**src/rtl/ifs_pkg.sv**
```systemverilog
package ifs_pkg;

  // Control word layout as seen by software: bit 0 enable, bit 1 rate, bit 2 commit
  typedef struct packed {
    logic upd;
    logic rate;
    logic en;
  } ifs_ctrl_t;

  localparam int unsigned CTRL_EN_BIT   = 0;
  localparam int unsigned CTRL_RATE_BIT = 1;
  localparam int unsigned CTRL_UPD_BIT  = 2;
  localparam int unsigned CTRL_W        = 3;

endpackage

```
**src/rtl/ifs_regfile.sv**
```systemverilog
module ifs_regfile
  import ifs_pkg::*;
#(
  parameter int unsigned WORD_W    = 32,
  parameter int unsigned NUM_WORDS = 4,
  parameter int unsigned ADDR_W    = 3
) (
  input  logic                        clk,
  input  logic                        rst_n,
  input  logic                        wr_en,
  input  logic [ADDR_W-1:0]           wr_addr,
  input  logic [WORD_W-1:0]           wr_data,
  input  logic [ADDR_W-1:0]           rd_addr,
  output logic [WORD_W-1:0]           rd_data,
  output logic [NUM_WORDS*WORD_W-1:0] content_o,
  output ifs_ctrl_t                   ctrl_o,
  output logic                        en_rise_o
);

  localparam logic [ADDR_W-1:0] CTRL_ADDR = ADDR_W'(NUM_WORDS);

  logic [NUM_WORDS-1:0][WORD_W-1:0] word_q;
  logic [NUM_WORDS-1:0][WORD_W-1:0] word_d;
  ifs_ctrl_t                        ctrl_q;
  ifs_ctrl_t                        ctrl_d;
  logic                             wr_ctrl;

  assign wr_ctrl = wr_en && (wr_addr == CTRL_ADDR);

  // staged payload words
  for (genvar g = 0; g < NUM_WORDS; g++) begin : g_word
    always_comb begin
      word_d[g] = word_q[g];
      if (wr_en && (wr_addr == ADDR_W'(g))) begin
        word_d[g] = wr_data;
      end
    end

    always_ff @(posedge clk or negedge rst_n) begin
      if (!rst_n) begin
        word_q[g] <= '0;
      end else begin
        word_q[g] <= word_d[g];
      end
    end
  end

  // control word; the commit bit lives for one cycle unless rewritten
  always_comb begin
    ctrl_d     = ctrl_q;
    ctrl_d.upd = 1'b0;
    if (wr_ctrl) begin
      ctrl_d.en   = wr_data[CTRL_EN_BIT];
      ctrl_d.rate = wr_data[CTRL_RATE_BIT];
      ctrl_d.upd  = wr_data[CTRL_UPD_BIT];
    end
  end

  always_ff @(posedge clk or negedge rst_n) begin
    if (!rst_n) begin
      ctrl_q <= '0;
    end else begin
      ctrl_q <= ctrl_d;
    end
  end

  assign en_rise_o = wr_ctrl && wr_data[CTRL_EN_BIT] && !ctrl_q.en;
  assign content_o = word_q;
  assign ctrl_o    = ctrl_q;

  always_comb begin
    rd_data = '0;
    for (int i = 0; i < NUM_WORDS; i++) begin
      if (rd_addr == ADDR_W'(i)) begin
        rd_data = word_q[i];
      end
    end
    if (rd_addr == CTRL_ADDR) begin
      rd_data = {{(WORD_W-CTRL_W){1'b0}}, ctrl_q};
    end
  end

  // commit bit self-clears when not rewritten
  a_r3_update_self_clears: assert property (@(posedge clk) disable iff (!rst_n)
    ctrl_q.upd && !(wr_ctrl && wr_data[CTRL_UPD_BIT]) |=> !ctrl_q.upd);

endmodule

```
**src/rtl/ifs_shadow.sv**
```systemverilog
module ifs_shadow #(
  parameter int unsigned TOTAL_W = 128
) (
  input  logic               clk,
  input  logic               rst_n,
  input  logic               upd_i,
  input  logic [TOTAL_W-1:0] content_i,
  output logic [TOTAL_W-1:0] shadow_o
);

  logic [TOTAL_W-1:0] shadow_q;
  logic [TOTAL_W-1:0] shadow_d;

  always_comb begin
    shadow_d = shadow_q;
    if (upd_i) begin
      shadow_d = content_i;
    end
  end

  always_ff @(posedge clk or negedge rst_n) begin
    if (!rst_n) begin
      shadow_q <= '0;
    end else begin
      shadow_q <= shadow_d;
    end
  end

  assign shadow_o = shadow_q;

  // the whole buffer is replaced on one edge, and only after a commit
  a_r4_copy_whole: assert property (@(posedge clk) disable iff (!rst_n)
    upd_i |=> shadow_q == $past(content_i));
  a_r4_hold_otherwise: assert property (@(posedge clk) disable iff (!rst_n)
    !upd_i |=> $stable(shadow_q));

endmodule

```
**src/rtl/ifs_pacer.sv**
```systemverilog
module ifs_pacer #(
  parameter int unsigned TOTAL_W = 128
) (
  input  logic               clk,
  input  logic               rst_n,
  input  logic               frame_start_i,
  input  logic               en_i,
  input  logic               rate_i,
  input  logic               en_rise_i,
  input  logic [TOTAL_W-1:0] shadow_i,
  input  logic               ack_i,
  output logic               req_o,
  output logic [TOTAL_W-1:0] payload_o
);

  logic               tog_q;
  logic               tog_d;
  logic               req_q;
  logic               req_d;
  logic [TOTAL_W-1:0] payload_q;
  logic [TOTAL_W-1:0] payload_d;
  logic               allowed;
  logic               launch;

  // frame parity: reset on enable, flips on each enabled frame start
  always_comb begin
    tog_d = tog_q;
    if (en_rise_i) begin
      tog_d = 1'b0;
    end else if (frame_start_i && en_i) begin
      tog_d = !tog_q;
    end
  end

  assign allowed = en_i && (!rate_i || !tog_q);
  assign launch  = frame_start_i && allowed && !req_q;

  always_comb begin
    req_d     = req_q;
    payload_d = payload_q;
    if (req_q && ack_i) begin
      req_d = 1'b0;
    end else if (launch) begin
      req_d     = 1'b1;
      payload_d = shadow_i;
    end
  end

  always_ff @(posedge clk or negedge rst_n) begin
    if (!rst_n) begin
      tog_q     <= 1'b0;
      req_q     <= 1'b0;
      payload_q <= '0;
    end else begin
      tog_q     <= tog_d;
      req_q     <= req_d;
      payload_q <= payload_d;
    end
  end

  assign req_o     = req_q;
  assign payload_o = payload_q;

  // request and payload hold until acknowledged
  a_r8_req_held: assert property (@(posedge clk) disable iff (!rst_n)
    req_q && !ack_i |=> req_q && $stable(payload_q));
  // acknowledge closes the request
  a_r8_ack_drops: assert property (@(posedge clk) disable iff (!rst_n)
    req_q && ack_i |=> !req_q);
  // disabled means no new request
  a_r5_quiet_when_off: assert property (@(posedge clk) disable iff (!rst_n)
    !en_i && !req_q |=> !req_q);
  // odd frame in half-rate mode raises nothing
  a_r7_skip_odd: assert property (@(posedge clk) disable iff (!rst_n)
    rate_i && tog_q && !req_q |=> !req_q);
  // full rate sends at every free frame start
  a_r6_full_rate: assert property (@(posedge clk) disable iff (!rst_n)
    frame_start_i && en_i && !rate_i && !req_q |=> req_q);

endmodule

```
**src/rtl/infoframe_sched.sv**
```systemverilog
module infoframe_sched
  import ifs_pkg::*;
#(
  parameter int unsigned WORD_W    = 32,
  parameter int unsigned NUM_WORDS = 4,
  parameter int unsigned ADDR_W    = 3,
  parameter int unsigned SYNC_LEN  = 2,
  localparam int unsigned TOTAL_W  = WORD_W * NUM_WORDS
) (
  input  logic               clk,
  input  logic               rst_n,
  input  logic               wr_en,
  input  logic [ADDR_W-1:0]  wr_addr,
  input  logic [WORD_W-1:0]  wr_data,
  input  logic [ADDR_W-1:0]  rd_addr,
  output logic [WORD_W-1:0]  rd_data,
  input  logic               frame_start,
  output logic               pkt_req,
  input  logic               pkt_ack,
  output logic [TOTAL_W-1:0] pkt_data
);

  logic [SYNC_LEN-1:0] rst_sync_q;
  logic                rst_int_n;
  logic [TOTAL_W-1:0]  content;
  logic [TOTAL_W-1:0]  shadow;
  ifs_ctrl_t           ctrl;
  logic                en_rise;

  // asynchronous assert, synchronous release
  always_ff @(posedge clk or negedge rst_n) begin
    if (!rst_n) begin
      rst_sync_q <= '0;
    end else begin
      rst_sync_q <= {rst_sync_q[SYNC_LEN-2:0], 1'b1};
    end
  end
  assign rst_int_n = rst_sync_q[SYNC_LEN-1];

  ifs_regfile #(
    .WORD_W   (WORD_W),
    .NUM_WORDS(NUM_WORDS),
    .ADDR_W   (ADDR_W)
  ) u_regs (
    .clk      (clk),
    .rst_n    (rst_int_n),
    .wr_en    (wr_en),
    .wr_addr  (wr_addr),
    .wr_data  (wr_data),
    .rd_addr  (rd_addr),
    .rd_data  (rd_data),
    .content_o(content),
    .ctrl_o   (ctrl),
    .en_rise_o(en_rise)
  );

  ifs_shadow #(.TOTAL_W(TOTAL_W)) u_shadow (
    .clk      (clk),
    .rst_n    (rst_int_n),
    .upd_i    (ctrl.upd),
    .content_i(content),
    .shadow_o (shadow)
  );

  ifs_pacer #(.TOTAL_W(TOTAL_W)) u_pacer (
    .clk          (clk),
    .rst_n        (rst_int_n),
    .frame_start_i(frame_start),
    .en_i         (ctrl.en),
    .rate_i       (ctrl.rate),
    .en_rise_i    (en_rise),
    .shadow_i     (shadow),
    .ack_i        (pkt_ack),
    .req_o        (pkt_req),
    .payload_o    (pkt_data)
  );

  // nothing is requested while held in reset
  a_r2_reset_quiet: assert property (@(posedge clk)
    !rst_int_n |=> !pkt_req);

endmodule

```
**config.mk**
```make
export PLATFORM = sky130hd
export DESIGN_NAME = infoframe_sched
export DESIGN_NICKNAME = d
export VERILOG_FILES = /design/src/rtl/ifs_pkg.sv /design/src/rtl/ifs_regfile.sv /design/src/rtl/ifs_shadow.sv /design/src/rtl/ifs_pacer.sv /design/src/rtl/infoframe_sched.sv
export SDC_FILE = /design/constraint.sdc
export NUM_CORES = 1
export LEC_CHECK = 0
export BUFFER_PORTS_ARGS = -buffer_cell sky130_fd_sc_hd__buf_2
export CAP_MARGIN = 20
export CORE_MARGIN = 1.5
export CORE_UTILIZATION = 40
export DETAILED_ROUTE_END_ITERATION = 10
export GPL_TIMING_DRIVEN = 0
export PLACE_DENSITY = 0.61
export SYNTH_ARGS = -nofsm -noshare
export SYNTH_HDL_FRONTEND = slang
export SYNTH_SLANG_ARGS = --single-unit
```
**constraint.sdc**
```tcl
create_clock -name clk -period 33 [get_ports clk]
set_input_delay 3.3 -clock clk [delete_from_list [all_inputs] [get_ports clk]]
set_output_delay 3.3 -clock clk [all_outputs]
set_load 0.02 [all_outputs]
```
==> flow_summary_export.csv, run 1 <==
group,metric,value,unit
synth,synthFlopType,"dfrtp_1",
critical_path,end_kind,"primary output",
sta,tightest_slew,1.02,ns
placement,placed_cells,1646,
sta,finalSetupTns,0,ns
synth,ys_seq_area_frac,0.627,
clock_tree,cts.sinks,391,
layout,fin_cells,1727,
clock_tree,post-cts-setup-buffers,0,
synth,ys_ff_latch,391,
synth,synth_edf_count,0,
drt,vias_per_cell,5.03,
layout,area_growth_syn_to_layout,21.5,%
job,max-cap-violations,0,
pwr,p_leak,8.93,nW
pwr,ir_drop,0.0000455,V
placement,io_buffers,201,
global_routing,grt_overflow,0,
floorplanning,coreArea,0.0386,sq mm
sta,maxSlewViolCount,0,
pwr,pwr-share-seq,0.438,
clock_tree,cts.repair.resized,0,
clock_tree,cts-hold-fix-buffers,0,
pwr,pwr-share-clk,0.299,
global_routing,antenna_found_initial,4,
clock_tree,worstSkewPairLatency,0.55,ns
pwr,p_switching,0.512,mW
sta,clock_skew,0.0116,ns
critical_path,crit_buf_inv,3,
drt,drtIter0Drc,287,
synth,ys_types,28,
clock_tree,clk_pin_slew_worst_paths,0.06,ns
global_routing,track_usage,0.190,
hold_path,hold_class,"register to asynchronous set/reset pin",
sta,hold_viol,0,
synth,synthArstFlopShare,1.00,
critical_path,crit_slowest_cell,"buf_2",
floorplanning,die_y,201,microns
critical_path,crit_fanout,10,
critical_path,slowest_delay,0.43,ns
sta,rsz0062_at_grt,"no",
global_routing,grt_pass1_vias,9338,
drt,wl_per_cell,21.6,microns
sta,setup_slack,24.91,ns
clock_tree,cts_buffers,43,
sta,period_needed,8.09,ns
synth,syn_avg_cell_area,16.9,sq um
sta,finalCritPeriodShare,0.245,
synth,yosysWarnings,0,
synth,synth_cells,921,
pwr,comb_power_share,0.262,
pwr,p_int,1.18,mW
critical_path,path_cells,"buf_2 -> buf_2 -> mux4_2 -> nor2b_1 -> buf_2",
drt,dr.pass1.iters,4,
critical_path,worst_setup_path_start_kind,"primary input",
clock_tree,htreeDepth,2,
clock_tree,clockBufferDepth,3,
critical_path,cp.arrival,4.79,ns
placement,routabilityCongestion,0.726,
floorplanning,dieArea,0.0402,sq mm
synth,synth_area,0.0156,sq mm
synth,syn_nets,964,
critical_path,crit_type,"primary input to primary output",
pwr,switching_share,0.304,
status,outcome,"complete, no violations",
floorplanning,io_pins,204,
placement,place_ws,24.92,ns
critical_path,crit_family,"buffers and inverters",
sta,finalSetupViolCount,0,
global_routing,grt_max_degree,71,
pwr,power_density,89.1,mW/mm^2
critical_path,cp.required,29.70,ns
placement,dp_hpwl,25.3,mm
drt,postRouteAntennaNets,0,
layout,fin_nets,1216,
sta,slew-limit-headroom,0.320,
clock_tree,root_buffer,"clkbuf_16",
sta,fmax,124,MHz
layout,drive_above_1_share,0.610,
layout,n_fill_cell,3382,
floorplanning,initial_utilization,0.405,
drt,vias,8691,
floorplanning,die_w,201,microns
drt,wl,37.3,mm
drt,drc,0,
sta,hold_ws,0.286,ns
clock_tree,cts_tree,"done",
floorplanning,num_rows,72,
global_routing,grt_pass1_wl,57.5,mm
critical_path,crit_top_cell,"buf_2",
placed cells by master (no fill, tap or decap), types with 11 or more instances in the layout:
master	Yosys	layout
clkbuf_1	5	12
buf_4	11	11
dfrtp_1	391	390
buf_6	12	12
buf_2	25	226
nor2b_1	31	31
mux4_2	29	29
mux2_2	367	367
clkbuf_8	0	12
clkbuf_16	0	45
per-stage QoR:
step                      utilization  total power, mW  area, sq um
after floorplan                     -             1.03        15600
after global placement          0.448             1.19        17300
after detailed placement        0.452             1.20        17400
after CTS                       0.491             1.71        18900
after global routing            0.491             1.78        19000
final                           0.492             1.69        19000
metal layers:
| metal | up-vias | GRT usage | part of all wire |
|---|---|---|---|
| met5 | - | 0 | 0.00038 |
| met4 | 2 | 0.0682 | 0.027 |
| met3 | 58 | 0.0354 | 0.041 |
| met2 | 178 | 0.306 | 0.48 |
| met1 | 4602 | 0.257 | 0.45 |
| li1 | 3851 | - | - |
cells in the mapped netlist, types with 2 or more instances:
library cell / number / share of area
a22oi_1: 3 / 0.0014
dfrtp_1: 391 / 0.63
nand3_1: 3 / 0.00096
o21ai_0: 2 / 0.00064
clkbuf_1: 5 / 0.0012
o21a_1: 3 / 0.0014
nor4bb_1: 2 / 0.0013
mux2i_1: 3 / 0.0019
nand2_1: 2 / 0.00048
buf_4: 11 / 0.0053
mux2_2: 367 / 0.26
mux2_4: 10 / 0.0096
inv_1: 2 / 0.00048
o22ai_1: 3 / 0.0012
mux4_2: 29 / 0.042
buf_6: 12 / 0.0087
nor2b_1: 31 / 0.012
buf_2: 25 / 0.0080
mux2_1: 8 / 0.0058
sequential cells by signal (all words and copies together), names as in the netlist:
name and count:
u_pacer.req_o 1, u_regs.content_o 128, u_shadow.shadow_o 128, rst_sync_q 2, u_pacer.tog_q 1, u_regs.ctrl_o 3, u_pacer.payload_o 128
cell families after synthesis:
kind of cell,share of synthesized area
other,0.000240
XOR/XNOR,0.000561
AO/OA/AOI/OAI,0.00529
flip-flops,0.627
AND/OR/NAND/NOR,0.0191
buffers and inverters,0.0237
multiplexers,0.324
worst paths after layout:
check | start | to | slack (ns) | cells past startpoint
max | rd_addr[1] | rd_data[21] | 24.91 | 5
min reg2reg | rst_sync_q[1] | u_regs.content_o[60] | 0.29 | 0
max in group asynchronous | rst_n | rst_sync_q[1] | 30.36 | 1
min in group clk | rst_sync_q[0] | rst_sync_q[1] | 0.35 | 0
max reg2reg | u_regs.ctrl_o[2] | u_shadow.shadow_o[17] | 31.29 | 3
min | rst_sync_q[1] | u_regs.content_o[60] | 0.29 | 0
area by class of cell:
type	instances	area (sq um)	share of cell area
Clock buffer	64	1320	0.0695
Buffer	53	362	0.0191
Sequential cell	391	9790	0.516
Clock inverter	14	203	0.0107
Inverter	2	7.51	0.000396
Tap cell	518	648	0.0342
Antenna cell	3	7.51	0.000396
Multi-Input combinational cell	475	5450	0.287
Timing Repair Buffer	207	1170	0.0618
power by group through the flow:
stage                     sequential (mW)  clock [mW]  combinational (mW)
final                               0.740       0.505               0.443
after global routing                0.764       0.538               0.473
after CTS                           0.742       0.520               0.451
after detailed placement            0.750           0               0.450
after global placement              0.756           0               0.431
after floorplan                     0.826           0               0.204
Note: power is estimated with default switching activity, not from simulation.
==> inputs of run 2 (changes only) <==
- ABC_AREA: unset -> 1
- PLACE_DENSITY: 0.61 -> 0.63
- clock period: 33 -> 7.4 ns (I/O delays scaled with it)
==> run 2 against run 1 <==
Routed wire length up 28%. Non-clock buffer count up 51. Sequential share of layout area up 0.22 points. Die area up 0.42%. Largest power group unchanged. Sequential power rose to 4.3 times the previous value. Synthesized cell count up 90%. Combinational power rose to 4.2 times the previous value.
==> flow_summary_export.csv, run 2 <==
group,metric,value,unit
drt,drc,0,
layout,fin_cells,2550,
hold_path,hold_class,"register to asynchronous set/reset pin",
global_routing,antenna_found_initial,3,
synth,synth_area_leaders,"dfrtp_1 62%, nand2_1 12%, o21ai_1 8.0%, inv_1 5.3%, o21ai_0 4.4%",
synth,synth_top_area_cell,"dfrtp_1",
global_routing,grt_overflow,0,
sta,finalCritPeriodShare,0.443,
clock_tree,htreeDepth,2,
clock_tree,cts-hold-fix-buffers,1,
floorplanning,num_rows,72,
critical_path,crit_fanout,10,
layout,final_cell_mix,"491 x nand2_1, 390 x dfrtp_1, 252 x buf_2",
synth,synthFlopType,"dfrtp_1",
critical_path,crit_slowest_cell,"dfrtp_1",
layout,drive_above_1_share,0.175,
sta,clock_skew,0.0212,ns
floorplanning,coreArea,0.0386,sq mm
global_routing,track_usage,0.238,
layout,fin_nets,2043,
synth,synth_edf_count,0,
critical_path,crit_top_cell,"buf_2",
floorplanning,dieArea,0.0404,sq mm
drt,wl_per_cell,18.7,microns
layout,regArea,0.00979,sq mm
sta,slew-limit-headroom,0.536,
critical_path,cp.required,6.66,ns
layout,area_growth_syn_to_layout,20.5,%
global_routing,grt_pass1_vias,12600,
synth,ys_seq_area_frac,0.624,
synth,ys_ff_latch,391,
sta,fmax,305,MHz
sta,tightest_slew,0.696,ns
clock_tree,post-cts-setup-buffers,0,
synth,yosysTopAreaCellShare,0.624,
floorplanning,die_y,201,microns
clock_tree,cts.repair.resized,0,
global_routing,grt_max_degree,75,
placement,placed_cells,2472,
sta,maxSlewViolCount,0,
synth,synth_area,0.0157,sq mm
floorplanning,die_w,201,microns
drt,wl,47.6,mm
global_routing,grt_pass1_wl,73.3,mm
status,outcome,"complete, no violations",
pwr,power_density,376,mW/mm^2
critical_path,slowest_delay,0.46,ns
placement,dp_hpwl,35.0,mm
clock_tree,clk_pin_slew_worst_paths,0.06,ns
synth,ys_types,21,
critical_path,worst_setup_path_start_kind,"register",
drt,drtIter0Drc,1018,
sta,period_needed,3.28,ns
synth,yosys-top-cells-count,"491 x nand2_1, 391 x dfrtp_1, 250 x o21ai_1",
clock_tree,cts_tree,"done",
layout,n_fill_cell,3726,
synth,syn_nets,1789,
sta,finalSetupViolCount,0,
critical_path,end_kind,"primary output",
drt,postRouteAntennaNets,0,
clock_tree,root_buffer,"clkbuf_16",
layout,multiInputGateArea,0.00450,sq mm
drt,dr.pass1.iters,5,
critical_path,path_cells,"buf_2 -> buf_2 -> buf_2 -> nand2_1 -> nand3_1 -> buf_2",
pwr,power,7.09,mW
drt,vias_per_cell,5.01,
critical_path,rr_worst_depth,6,
placement,io_buffers,202,
pwr,ir_drop,0.000186,V
clock_tree,worstSkewPairLatency,0.55,ns
floorplanning,io_pins,204,
clock_tree,cts_buffers,43,
synth,synth_most_common_cell,"nand2_1",
clock_tree,clockBufferDepth,3,
clock_tree,cts.sinks,391,
sta,rsz0062_at_grt,"no",
synth,yosysWarnings,0,
floorplanning,initial_utilization,0.405,
drt,vias,12800,
layout,layout_commonest_cell,"nand2_1",
critical_path,cp.arrival,2.54,ns
sta,hold_viol,0,
job,max-cap-violations,0,
critical_path,crit_type,"register to primary output",
pwr,p_leak,9.56,nW
synth,syn_avg_cell_area,8.97,sq um
synth,synth_cells,1746,
synth,synthArstFlopShare,1.00,
placement,routabilityCongestion,0.904,
[run 2: layout make-up]
type / instances / area share
flip-flops and latches: 391 / 0.519
clock inverters: 4 / 0.00126
well taps: 518 / 0.0343
multi-input cells: 1023 / 0.238
diodes: 1 / 0.000133
repair buffers: 209 / 0.0625
inverters: 230 / 0.0457
clock buffers: 72 / 0.0714
plain buffers: 102 / 0.0278
[run 2: final timing paths]
path	from	to	slack, ns
min	rst_sync_q[1]	u_regs.content_o[124]	0.30
max reg2reg	u_regs.ctrl_o[0]	u_pacer.payload_o[57]	5.49
max	u_regs.ctrl_o[2]	rd_data[2]	4.12
min in group clk	rst_sync_q[0]	rst_sync_q[1]	0.35
min reg2reg	rst_sync_q[1]	u_regs.content_o[124]	0.30
max in group asynchronous	rst_sync_q[1]	u_pacer.payload_o[70]	6.00
[run 2: critical path, delay by kind of cell, from the launching register on]
family | cells | cell delay (ns)
AND/OR/NAND/NOR | 2 | 0.27
buffers and inverters | 4 | 1.27
flip-flops | 1 | 0.46
[run 2: cell families after synthesis]
family,Yosys count,share of synthesized area
flip-flops,391,0.624
AND/OR/NAND/NOR,607,0.154
other,1,0.000239
AO/OA/AOI/OAI,415,0.133
buffers and inverters,332,0.0886
[run 2: metrics by stage]
| stage | cell area [sq um] | TNS, ns | worst slack (ns) | hold WS [ns] | util |
|---|---|---|---|---|---|
| after CTS | 18900 | 0 | 4.14 | 0.307 | 0.488 |
| after detailed placement | 17500 | 0 | 4.36 | 0.317 | 0.453 |
| final | 18900 | 0 | 4.12 | 0.300 | 0.488 |
| after floorplan | 15700 | 0 | 1.02 | 0.331 | - |
| after global placement | 17300 | -509.11 | -1.35 | 0.339 | 0.448 |
| after global routing | 18900 | 0 | 4.10 | 0.328 | 0.488 |
[run 2: routing by layer]
| metal | GRT usage | vias to the layer above | wire length (microns) |
|---|---|---|---|
| li1 | - | 6006 | - |
| met1 | 0.329 | 6291 | 20700 |
| met2 | 0.386 | 411 | 22700 |
| met3 | 0.0372 | 72 | 3120 |
| met4 | 0.0706 | 2 | 1130 |
| met5 | 0 | - | 7 |
[run 2: power by group]
| part | switching [mW] | internal [mW] |
|---|---|---|
| logic | 1.25 | 0.603 |
| registers | 0.362 | 2.80 |
| clock network | 0.841 | 1.23 |
| total | 2.46 | 4.64 |
==> inputs of run 3 (changes only) <==
- clock period: 7.4 -> 2.8 ns (I/O delays scaled with it)
==> run 3 against run 2 <==
Global-route usage increased by 0.38 points. Count of clock-buffer cells in the layout is 13 lower. Critical endpoint unchanged. Largest power group unchanged. Cell count barely moved.
==> flow_summary_export.csv, run 3 (synthesis results as in run 2) <==
group,metric,value,unit
critical_path,crit_fanout,10,
layout,final_cell_mix,"491 x nand2_1, 390 x dfrtp_1, 251 x buf_2",
drt,wl_per_cell,18.9,microns
layout,drive_above_1_share,0.180,
sta,period_needed,2.69,ns
clock_tree,htreeDepth,2,
pwr,p_leak,9.63,nW
sta,finalSetupViolCount,0,
pwr,ir_drop,0.000522,V
placement,io_buffers,202,
global_routing,antenna_found_initial,2,
critical_path,path_cells,"buf_2 -> buf_2 -> clkbuf_4 -> nand2_1 -> nand3_1 -> buf_2",
sta,finalCritPeriodShare,0.961,
layout,fin_nets,2044,
floorplanning,die_w,201,microns
drt,drc,0,
floorplanning,io_pins,204,
job,max-cap-violations,0,
layout,regArea,0.00979,sq mm
sta,tightest_slew,0.656,ns
sta,clock_skew,0.0242,ns
sta,maxSlewViolCount,0,
critical_path,end_kind,"primary output",
clock_tree,worstSkewPairLatency,0.56,ns
pwr,power_density,1010,mW/mm^2
critical_path,slowest_delay,0.47,ns
clock_tree,clockBufferDepth,3,
floorplanning,dieArea,0.0404,sq mm
critical_path,r2r-end,"u_pacer.payload_o[115]",
placement,dp_hpwl,35.4,mm
global_routing,grt_pass1_wl,74.6,mm
global_routing,grt_pass1_vias,12800,
drt,drtIter0Drc,1131,
layout,layout_commonest_cell,"nand2_1",
sta,fmax,372,MHz
layout,multiInputGateArea,0.00450,sq mm
critical_path,rr_startpoint,"rst_sync_q[1]",
critical_path,crit_start,"u_regs.ctrl_o[2]",
critical_path,rr_worst_depth,5,
sta,rsz0062_at_grt,"no",
sta,hold_ws,0.0344,ns
critical_path,worst_setup_path_start_kind,"register",
layout,n_fill_cell,3701,
layout,area_growth_syn_to_layout,21.3,%
global_routing,grt_max_degree,71,
critical_path,ff2ff_setup_slack,0.94,ns
critical_path,cp.arrival,2.41,ns
clock_tree,cts_tree,"done",
critical_path,crit_type,"register to primary output",
clock_tree,cts_buffers,42,
clock_tree,clk_pin_slew_worst_paths,0.06,ns
pwr,power,19.1,mW
placement,routabilityCongestion,0.914,
hold_path,hold_class,"primary input to asynchronous set/reset pin",
floorplanning,num_rows,72,
drt,vias_per_cell,5.05,
drt,wl,48.1,mm
floorplanning,coreArea,0.0386,sq mm
floorplanning,die_y,201,microns
floorplanning,initial_utilization,0.405,
drt,vias,12900,
global_routing,grt_overflow,0,
sta,hold_viol,0,
status,outcome,"complete, no violations",
global_routing,track_usage,0.241,
sta,slew-limit-headroom,0.562,
drt,postRouteAntennaNets,0,
clock_tree,root_buffer,"clkbuf_16",
drt,dr.pass1.iters,5,
critical_path,worstSetupEndpoint,"rd_data[2]",
critical_path,cp.required,2.52,ns
clock_tree,cts.sinks,391,
critical_path,crit_slowest_cell,"dfrtp_1",
critical_path,crit_top_cell,"buf_2",
==> run 3: cell count changes in the layout (fill, tap and decap cells not counted), moves of 2 or more <==
cell / before / now
bufinv_16: 0 / 5
clkbuf_1: 45 / 36
inv_6: 1 / 3
clkinv_2: 3 / 7
clkbuf_16: 45 / 42
==> run 3: worst min-delay path by stage <==
stage | start | end | slack [ns] | cells past startpoint
6_report | rst_n | rst_sync_q[1] | 0.03 | 2
5_1_grt | wr_data[3] | u_regs.content_o[99] | 0.05 | 3
4_1_cts | rst_n | rst_sync_q[0] | 0.02 | 2
3_5_place_dp | rst_n | rst_sync_q[0] | 0.07 | 1
3_3_place_gp | rst_n | rst_sync_q[0] | 0.07 | 1
2_1_floorplan | rst_n | rst_sync_q[0] | -0.02 | 0
==> run 3: area by class of cell <==
cell class	count	area share
Clock inverter	17	0.0124
Multi-Input combinational cell	1023	0.237
Antenna cell	1	0.000132
Timing Repair Buffer	211	0.0640
Sequential cell	391	0.515
Inverter	230	0.0454
Tap cell	518	0.0341
Buffer	102	0.0277
Clock buffer	59	0.0645
==> run 3: repair_timing <==
action,CTS,global route
setup buffers,0,0
hold endpoints to repair,3,0
gates resized for setup,0,1
endpoints found under the setup margin,0,1
hold buffers,2,0
==> run 3: layer usage <==
metal | up-vias | GRT usage | share of wire
met5 | - | 0 | 0.00027
met3 | 73 | 0.0394 | 0.065
li1 | 6027 | - | -
met2 | 453 | 0.400 | 0.48
met4 | 2 | 0.0610 | 0.020
met1 | 6325 | 0.331 | 0.44
==> run 3: stage by stage <==
| step | setup slack (ns) | util | TNS, ns | cells | area (sq um) |
|---|---|---|---|---|---|
| floorplan | -1.05 | - | -406.52 | 1746 | 15700 |
| global placement | -2.42 | 0.448 | -928.18 | 2466 | 17300 |
| detailed placement | 0.606 | 0.453 | 0 | 2473 | 17500 |
| CTS | 0.0245 | 0.492 | 0 | 2551 | 19000 |
| global route | 0.0332 | 0.492 | 0 | 2552 | 19000 |
| finish | 0.110 | 0.492 | 0 | 2552 | 19000 |
==> run 3: where the power goes <==
part	leakage, nW	internal [mW]	total (mW)	switching [mW]
clock network	0.722	3.52	5.84	2.31
registers	4.84	7.40	8.36	0.960
logic	4.06	1.60	4.93	3.34
total	9.63	12.5	19.1	6.61
==> run 3: critical path, delay by kind of cell (launching register included) <==
| kind | cells | cell delay (ns) |
|---|---|---|
| buffers and inverters | 4 | 1.17 |
| DFF | 1 | 0.47 |
| and+or+nand+nor | 2 | 0.23 |
